**config.mk**
```make
export PLATFORM = sky130hd
export DESIGN_NAME = burst_scr_top
export DESIGN_NICKNAME = d
export VERILOG_FILES = /design/src/rtl/burst_scr_pkg.sv /design/src/rtl/burst_lfsr.sv /design/src/rtl/burst_ami_map.sv /design/src/rtl/burst_scr_top.sv
export SDC_FILE = /design/constraint.sdc
export NUM_CORES = 1
export LEC_CHECK = 0
export ABC_AREA = 1
export CORE_MARGIN = 10
export CORE_UTILIZATION = 34
export CTS_CLUSTER_SIZE = 20
export DETAILED_ROUTE_END_ITERATION = 12
export RECOVER_POWER = 50
export SETUP_SLACK_MARGIN = 0.4
export SLEW_MARGIN = 20
export SYNTH_ARGS = -nofsm -noshare
export SYNTH_HDL_FRONTEND = slang
export SYNTH_SLANG_ARGS = --single-unit
export TNS_END_PERCENT = 1
```
**constraint.sdc**
```tcl
create_clock -name clk_i -period 0.8 [get_ports clk_i]
set_input_delay 0.16 -clock clk_i [delete_from_list [all_inputs] [get_ports clk_i]]
set_output_delay 0.16 -clock clk_i [all_outputs]
set_load 0.02 [all_outputs]
```
**src/rtl/burst_scr_pkg.sv**
```systemverilog
package burst_scr_pkg;
  localparam int unsigned SCR_ORDER = 9;
  localparam int unsigned SCR_TAP   = 5;

  typedef enum logic [1:0] {
    LINE_ZERO = 2'b00,
    LINE_POS  = 2'b01,
    LINE_NEG  = 2'b10
  } line_code_e;
endpackage

```
**src/rtl/burst_lfsr.sv**
```systemverilog
module burst_lfsr #(
  parameter int unsigned ORDER      = 9,
  parameter int unsigned TAP        = 5,
  parameter bit          DESCRAMBLE = 1'b0
) (
  input  logic clk_i,
  input  logic rst_ni,
  input  logic valid_i,
  input  logic sob_i,
  input  logic bit_i,
  output logic valid_o,
  output logic sob_o,
  output logic bit_o
);
  localparam int unsigned HI = ORDER - 1;
  localparam int unsigned MID = TAP - 1;

  logic [HI:0] sr_q;
  logic        mix_c;
  logic        out_c;
  logic        fb_c;
  logic        adv_c;

  assign mix_c = bit_i ^ sr_q[MID] ^ sr_q[HI];
  assign out_c = sob_i ? bit_i : mix_c;
  assign adv_c = valid_i & ~sob_i;

  generate
    if (DESCRAMBLE) begin : g_desc
      assign fb_c = bit_i;   // self-sync: history is the line stream
    end else begin : g_scr
      assign fb_c = mix_c;
    end
  endgenerate

  always_ff @(posedge clk_i or negedge rst_ni) begin
    if (!rst_ni) begin
      sr_q    <= '0;
      valid_o <= 1'b0;
      sob_o   <= 1'b0;
      bit_o   <= 1'b0;
    end else begin
      valid_o <= valid_i;
      sob_o   <= valid_i & sob_i;
      bit_o   <= valid_i & out_c;
      if (adv_c) sr_q <= {sr_q[HI-1:0], fb_c};
    end
  end
endmodule

```
**src/rtl/burst_ami_map.sv**
```systemverilog
module burst_ami_map
  import burst_scr_pkg::*;
(
  input  logic       clk_i,
  input  logic       rst_ni,
  input  logic       valid_i,
  input  logic       sob_i,
  input  logic       bit_i,
  output logic [1:0] line_o
);
  logic pos_next_q;
  logic mark_c;
  line_code_e code_c;

  assign mark_c = valid_i & (sob_i | bit_i);

  always_comb begin
    code_c = LINE_ZERO;
    if (mark_c) code_c = pos_next_q ? LINE_POS : LINE_NEG;
  end

  assign line_o = code_c;

  always_ff @(posedge clk_i or negedge rst_ni) begin
    if (!rst_ni) pos_next_q <= 1'b1;
    else if (mark_c) pos_next_q <= ~pos_next_q;
  end
endmodule

```
**src/rtl/burst_scr_top.sv**
```systemverilog
module burst_scr_top
  import burst_scr_pkg::*;
(
  input  logic       clk_i,
  input  logic       rst_ni,
  input  logic       tx_valid_i,
  input  logic       tx_sob_i,
  input  logic       tx_bit_i,
  output logic       tx_valid_o,
  output logic       tx_sob_o,
  output logic       tx_bit_o,
  output logic [1:0] tx_line_o,
  input  logic       rx_valid_i,
  input  logic       rx_sob_i,
  input  logic       rx_bit_i,
  output logic       rx_valid_o,
  output logic       rx_sob_o,
  output logic       rx_bit_o
);
  burst_lfsr #(.ORDER(SCR_ORDER), .TAP(SCR_TAP), .DESCRAMBLE(1'b0)) u_scr (
    .clk_i(clk_i), .rst_ni(rst_ni),
    .valid_i(tx_valid_i), .sob_i(tx_sob_i), .bit_i(tx_bit_i),
    .valid_o(tx_valid_o), .sob_o(tx_sob_o), .bit_o(tx_bit_o)
  );

  burst_ami_map u_ami (
    .clk_i(clk_i), .rst_ni(rst_ni),
    .valid_i(tx_valid_o), .sob_i(tx_sob_o), .bit_i(tx_bit_o),
    .line_o(tx_line_o)
  );

  burst_lfsr #(.ORDER(SCR_ORDER), .TAP(SCR_TAP), .DESCRAMBLE(1'b1)) u_dsc (
    .clk_i(clk_i), .rst_ni(rst_ni),
    .valid_i(rx_valid_i), .sob_i(rx_sob_i), .bit_i(rx_bit_i),
    .valid_o(rx_valid_o), .sob_o(rx_sob_o), .bit_o(rx_bit_o)
  );
endmodule

```
## Word level (Yosys, flattened, before mapping)

Cells that the tools add are included.
W data, S select, Z words.

| word-level totals | value |
|---|---|
| register bits | 25 |
| bits of input ports | 8 |
| output and inout bits | 8 |

| cells by class | value |
|---|---|
| muxes and demuxes | 4 |
| bitwise logic cells | 15 |

Operators by type and width:

| kind | number |
|---|---|
| $and A1 B1 Y1 | 7 |
| $mux W2 | 2 |
| $xor A1 B1 Y1 | 4 |
| $not A1 Y1 | 3 |
| $mux W1 | 2 |
| $or A1 B1 Y1 | 1 |

## Logic depth before layout (Yosys ltp)

Gate-level depths: netlist (run 1).

| logic depth | value |
|---|---|
| word-level depth | 4 |
| depth in mapped cells | 6 |
| mapped depth without buffers | 6 |

## By module

Synthesis (run 1) repeated with hierarchy kept, for this count alone.

| unflattened totals | value |
|---|---|
| cell total of the unflattened synthesis | 115 |
| area, all modules | 1039.7 um2 |

Modules (own cells, without submodules):

| module | instances | cells an instance | area each (um2) |
|---|---|---|---|
| burst_lfsr (u_dsc) | 1 | 51 | 493.0 |
| burst_lfsr (u_scr) | 1 | 53 | 480.5 |
| burst_ami_map | 1 | 11 | 66.3 |

## Worst setup path before layout (run 1)

No wires, ideal clock.

| path | value |
|---|---|
| kind | flip-flop to output port |
| start point | register u_scr.bit_o |
| end point | output port tx_line_o[0] |
| data arrival time | 853 ps |
| setup slack | -213 ps |
| stages on the path, launching flop included | 3 |
| buffers on the path | 0 |
| path through | dfrtp_1 -> o21ai_2 -> nor2_1 |

| between the ends | value |
|---|---|
| cells in the longest elaborated chain, start to end | 3 |

Ends and longest elaborated chain:

| what | line | source |
|---|---|---|
| start: declaration | burst_lfsr.sv:13 | `output logic bit_o` |
| start signal: assignment | burst_lfsr.sv:45 | `bit_o <= valid_i & out_c;` |
| $or A1 B1 Y1 | burst_ami_map.sv:15 | `assign mark_c = valid_i & (sob_i \| bit_i);` |
| $and A1 B1 Y1 | burst_ami_map.sv:15 |  |
| $mux W2 | burst_ami_map.sv:19 | `if (mark_c) code_c = pos_next_q ? LINE_POS : LINE_NEG;` |
| end: declaration | burst_scr_top.sv:12 | `output logic [1:0] tx_line_o,` |

Every way passes these cells.

## Worst setup path in the final report (run 1)

Same ends and word-level chain as after synthesis.

==> results.json, run 1 <==
{
  "core_um2": 2829,
  "ys_warn_count": 0,
  "synth_area_leaders": "dfrtp_1 58%, nand2_1 16%, inv_1 4.0%",
  "post-place-ws_ns": -0.6304,
  "ys_seq_elements": 25,
  "num_vias": 802,
  "synthesis.nets": 119,
  "period_minus_slack_ns": 1.379,
  "cts_tree": "built",
  "htreeDepth": 1,
  "violations": "negative setup slack",
  "fin_nets": 153,
  "rsz0062_at_grt": "true",
  "die_area_um2": 5625,
  "cp_top_family": "flip-flops",
  "cpMaxStageDelayCell": "dfrtp_2",
  "antenna_found_initial": 0,
  "avgSynthCellArea_um2": 9.266,
  "power_leakage_nw": 0.7125,
  "arrival_ns": 1.22,
  "drt_wl_total_um": 1991,
  "async_flop_share_pct": 100.0,
  "synthTopCellsByCount": "44 x nand2_1, 24 x dfrtp_1, 11 x inv_1",
  "yosysTopAreaCellShare_pct": 58.39,
  "place_congestion": 0.7317,
  "final-setup-viol-count": 12,
  "yosysSeqAreaShare_pct": 60.95,
  "clock-root-buffer": "clkbuf_4",
  "yosysTopAreaCell": "dfrtp_1",
  "finalCritPeriodShare_pct": 172.3,
  "hold_path_class": "in2reg",
  "viasPerCell": 4.583,
  "max_stage_delay_ns": 0.45,
  "grt_usage_pct": 7.362,
  "path_cells": "o21ai_4 > buf_6 > nor2_4 > buf_6",
  "crit_buf_inv": 2,
  "place_inst": 167,
  "syn_area_um2": 1028,
  "first_pass_iters": 4,
  "whs_ns": 0.1880,
  "fmax_mhz": 725.3,
  "cts.sinks": 25,
  "routedWlPerCell_um": 11.38,
  "synthFlopType": "dfrtp_1",
  "worstSetupEndpointType": "primary output",
  "dp_hpwl_um": 1563,
  "crit_top_cell": "buf_6",
  "power.density_nw_per_um2": 2199,
  "grt_pass1_wl_um": 3236,
  "hold_buffers": 0,
  "critical_path_required_ns": 0.64,
  "ioPinCount": 16,
  "diodes": 0,
  "grt_start_max_net_pins": 16,
  "clock_latency_ns": 0.32,
  "tightest_slew_ns": 0.4873,
  "slew_headroom_pct": 67.51,
  "critical_path.startpoint_type": "flop",
  "clock_skew_ns": 0.01408,
  "rows": 19,
  "crit_type": "reg2out",
  "die_h_um": 75,
  "drt_iter0_drc": 46,
  "clock_path_buffers": 2,
  "area_delta_synth_final_pct": 32.85,
  "layoutNonFillerInstCount": 175,
  "hold_violations": 0,
  "maxCapViolations": 0,
  "outcome": "finished, violations left",
  "synth.most_common_cell": "nand2_1",
  "drc_errors": 0,
  "clk_pin_slew_worst_paths_ns": 0.15,
  "grt-ovfl-total": 0,
  "maxSlewViolCount": 0,
  "io_buffers": 15,
  "fp.dieW_um": 75,
  "synth.distinct_cells": 18,
  "critical_path.max_fanout": 2,
  "drive_gt1_share_pct": 33.33,
  "drtAntennaViolNets": 0,
  "start_util_pct": 36.36,
  "worst_ir_drop_vdd_uv": 1079,
  "numCtsBuffers": 3,
  "grt_pass1_vias": 791,
  "netlist_instances": 111,
  "synth_edf_count": 0,
  "setup_slack_ns": -0.5787
}
routing by layer:
metal | part of all wire (%) | GRT usage [%] | up-vias
met5 | 0 | 0 | -
met2 | 51 | 13.33 | 14
met4 | 1.3 | 3.782 | 0
met3 | 5.7 | 2.102 | 4
li1 | - | - | 404
met1 | 42 | 7.543 | 380
through the flow:
stage / power [mW] / setup TNS, ns / instance area (µm²) / utilization [%]
4_1_cts: 3.021 / -3.303 / 1358 / 47.99
3_5_place_dp: 2.405 / -10.73 / 1306 / 46.17
5_1_grt: 3.221 / -3.806 / 1366 / 48.30
3_3_place_gp: 2.361 / -10.45 / 1306 / 46.17
2_1_floorplan: 2.053 / -0.3166 / 1050 / -
6_report: 3.004 / -3.168 / 1366 / 48.30
flip-flops by register name, summed over array words and instances (netlist names):
register,cells
u_dsc.sob_o,1
u_scr.valid_o,1
u_dsc.bit_o,1
u_scr.bit_o,1
u_scr.sob_o,1
u_scr.sr_q,9
u_dsc.valid_o,1
u_ami.pos_next_q,1
u_dsc.sr_q,9
tightest hold or removal path, cell delays in order:
cell and delay [ns]:
clkbuf_1 0.11, nand2_4 0.17, o21ai_2 0.06
layout by cell type (no fill, tap or decap), types with 2 or more instances in the layout:
cell type and n:
nor2_1 4, nor2_2 4, clkdlybuf4s50_1 2, nand2_1 43, clkbuf_4 4, buf_6 9, buf_2 2, dlygate4sd2_1 3
buf_4 9, inv_2 4, dfrtp_2 3, o21ai_2 2, dfrtp_1 21, nand3_1 6, o21ai_0 2, a21oi_2 2
clkbuf_1 4, inv_1 8
timing repair:
action | 4_1_cts | 5_1_grt
buffers inserted | 2 | 2
hold endpoints to repair | 0 | 0
gates resized for setup | 47 | 14
pin swaps | 15 | 20
setup endpoints to repair | 33 | 31
report_power, final:
part | switching, mW | internal (mW)
clock | 0.384 | 0.191
sequential | 0.131 | 1.51
combinational | 0.407 | 0.382
area by class of cell:
class | instances | area (µm²)
clock buffers | 3 | 22.52
clock inverters | 1 | 7.507
fillers | 261 | 1463
inverters | 12 | 45.04
multi-input cells | 71 | 359.1
flip-flops and latches | 25 | 630.6
well taps | 31 | 38.79
repair buffers | 32 | 262.8
worst paths after layout:
kind | cells past startpoint | slack [ns] | endpoint | from
setup reg to reg | 6 | -0.42 | u_ami.pos_next_q | u_scr.bit_o
min in group asynchronous | 2 | 0.30 | u_scr.sr_q[4] | rst_ni
max in group asynchronous | 2 | 0.12 | u_scr.sr_q[3] | rst_ni
hold / removal | 3 | 0.19 | u_dsc.sr_q[8] | rx_valid_i
hold reg to reg | 2 | 0.49 | u_scr.sr_q[3] | u_scr.sr_q[2]
setup / recovery | 4 | -0.58 | tx_line_o[0] | u_scr.bit_o
cells by family after synthesis:
kind of cell	after synthesis	share of synthesized area (%)
simple gates	62	25.18
flops	25	60.95
buf+inv	15	7.299
compound gates	8	5.718
xor+xnor	1	0.8517
Note: power is estimated with default switching activity, not from simulation.
==> inputs of run 2 (changes only) <==
- CORE_ASPECT_RATIO: default -> 0.7
==> run 2 against run 1 <==
Compared with the run above: critical path depth decreased by 1; clock power rose by 25%; largest power group unchanged; count of clock-buffer cells in the layout up 1; sequential share of layout area stayed put; wire length down 5.5%; via count shrank 4.1%; non-clock buffer count fell by 2; the flow still finishes with violations (negative setup slack); final cell count is 1.7% higher.
==> results.json, run 2 (synthesis gave the netlist of run 1 again) <==
{
  "antenna_found_initial": 0,
  "crit_type": "reg2out",
  "clk_pin_slew_worst_paths_ns": 0.08,
  "grt_pass1_vias": 769,
  "layout_common_cells": "43 x nand2_1, 21 x dfrtp_1, 11 x buf_4",
  "worstSetupEndpointType": "primary output",
  "violations": "negative setup slack",
  "die_area_um2": 5660,
  "rsz0062_at_grt": "true",
  "fillers": 280,
  "power.density_nw_per_um2": 2298,
  "multiInputGateArea_um2": 362.8,
  "routedWlPerCell_um": 10.57,
  "fmax_mhz": 810.2,
  "p_int_mw": 2.241,
  "drt_iter0_drc": 26,
  "critical_path.startpoint_type": "flop",
  "numCtsBuffers": 3,
  "total_power_mw": 3.140,
  "netSwitchingFraction_pct": 28.63,
  "postPlaceCellArea_um2": 1333,
  "core_um2": 2843,
  "seqCellArea_um2": 630.6,
  "critical_path.max_fanout": 3,
  "fin_nets": 151,
  "crit_start": "u_scr.bit_o",
  "hold_path_class": "in2async",
  "power_leakage_nw": 0.7265,
  "diodes": 0,
  "clock_latency_ns": 0.26,
  "utilization_pct": 48.06,
  "finalCritPeriodShare_pct": 154.3,
  "rows": 16,
  "grt_pass1_wl_um": 3318,
  "die_h_um": 66.02,
  "cts_tree": "built",
  "drc_errors": 0,
  "clock-root-buffer": "clkbuf_8",
  "reg2reg_from": "u_scr.bit_o",
  "clock_path_buffers": 2,
  "start_util_pct": 36.18,
  "dp_hpwl_um": 1430,
  "grt_start_max_net_pins": 26,
  "layout_commonest_cell": "nand2_1",
  "maxCapViolations": 0,
  "drtAntennaViolNets": 0,
  "drive_gt1_share_pct": 35.92,
  "slew_headroom_pct": 60.67,
  "cts.sinks": 25,
  "worst_ir_drop_vdd_uv": 1010,
  "arrival_ns": 1.07,
  "clock_skew_ns": 0.002252,
  "grt-ovfl-total": 0,
  "layoutNonFillerInstCount": 178,
  "place_inst": 173,
  "seqPwrFrac_pct": 52.3,
  "place_congestion": 0.6681,
  "critical_path_required_ns": 0.64,
  "drt_wl_total_um": 1881,
  "fp.dieW_um": 85.74,
  "num_vias": 769,
  "reg_top3": "u_dsc.sr_q (9), u_scr.sr_q (9)",
  "final-setup-viol-count": 12,
  "outcome": "finished, violations left",
  "reg2reg_depth": 3,
  "stdcell_area_um2": 1366,
  "viasPerCell": 4.320,
  "comb_power_share_pct": 24.9,
  "p_sw_mw": 0.8989,
  "area_delta_synth_final_pct": 32.85,
  "maxSlewViolCount": 0,
  "htreeDepth": 1,
  "period_minus_slack_ns": 1.234,
  "tightest_slew_ns": 0.5900,
  "first_pass_iters": 4,
  "io_buffers": 15,
  "setup_slack_ns": -0.4343,
  "clock_power_share_pct": 22.8,
  "hold_violations": 0,
  "ioPinCount": 16,
  "grt_usage_pct": 7.231
}
==> run 2: timing repair <==
action / 4_1_cts / 5_1_grt
resized for setup: 56 / 10
buffers inserted: 0 / 1
setup endpoints to repair: 37 / 30
pin swaps: 5 / 13
hold endpoints to repair: 24 / 24
==> run 2: layout make-up <==
class	count	area share [%]
clock buffers	4	3.297
inverters	12	3.297
multi-input cells	71	26.56
flip-flops and latches	25	46.15
well taps	36	3.297
repair buffers	30	17.40
==> run 2: per-stage QoR <==
stage	hold WS (ns)	TNS (ns)	worst slack, ns
floorplan	-0.1356	-0.3166	-0.1204
global placement	0.4544	-10.71	-0.6183
detailed placement	0.4586	-11.03	-0.6355
CTS	-0.02773	-2.572	-0.4534
global route	0.1157	-3.016	-0.5011
finish	0.08925	-2.350	-0.4343
==> run 2: metal layers <==
layer	routed length, µm	GRT usage (%)	up-vias
met5	0	0	-
met4	18	2.459	0
met3	134	4.064	5
met2	880	11.47	12
met1	848	8.048	351
li1	-	-	401
==> run 2: worst paths after layout <==
path | end | slack, ns
max reg2reg | u_ami.pos_next_q | -0.18
max in group asynchronous | u_scr.valid_o | 0.29
min reg2reg | u_scr.sr_q[7] | 0.47
min in group clk_i | u_scr.valid_o | 0.12
max | tx_line_o[1] | -0.43
min | u_scr.sr_q[6] | 0.09
==> run 2: critical path, cell delays in order, from the launching register on <==
cell     delay (ns)
dfrtp_2        0.43
o21ai_4        0.21
nor2_2         0.05
buf_6          0.13
==> run 2: power by group through the flow <==
stage | clock [mW] | combinational, mW | sequential [mW]
2_1_floorplan | 0 | 0.387 | 1.67
3_3_place_gp | 0 | 0.731 | 1.65
3_5_place_dp | 0 | 0.761 | 1.66
4_1_cts | 0.753 | 0.779 | 1.64
5_1_grt | 0.816 | 0.884 | 1.67
6_report | 0.716 | 0.782 | 1.64
==> inputs of run 3 (changes only) <==
- SLEW_MARGIN: 20 -> 15
==> results of run 3 <==
Same layout as run 2: the final DEF is identical, and so are final timing and power.
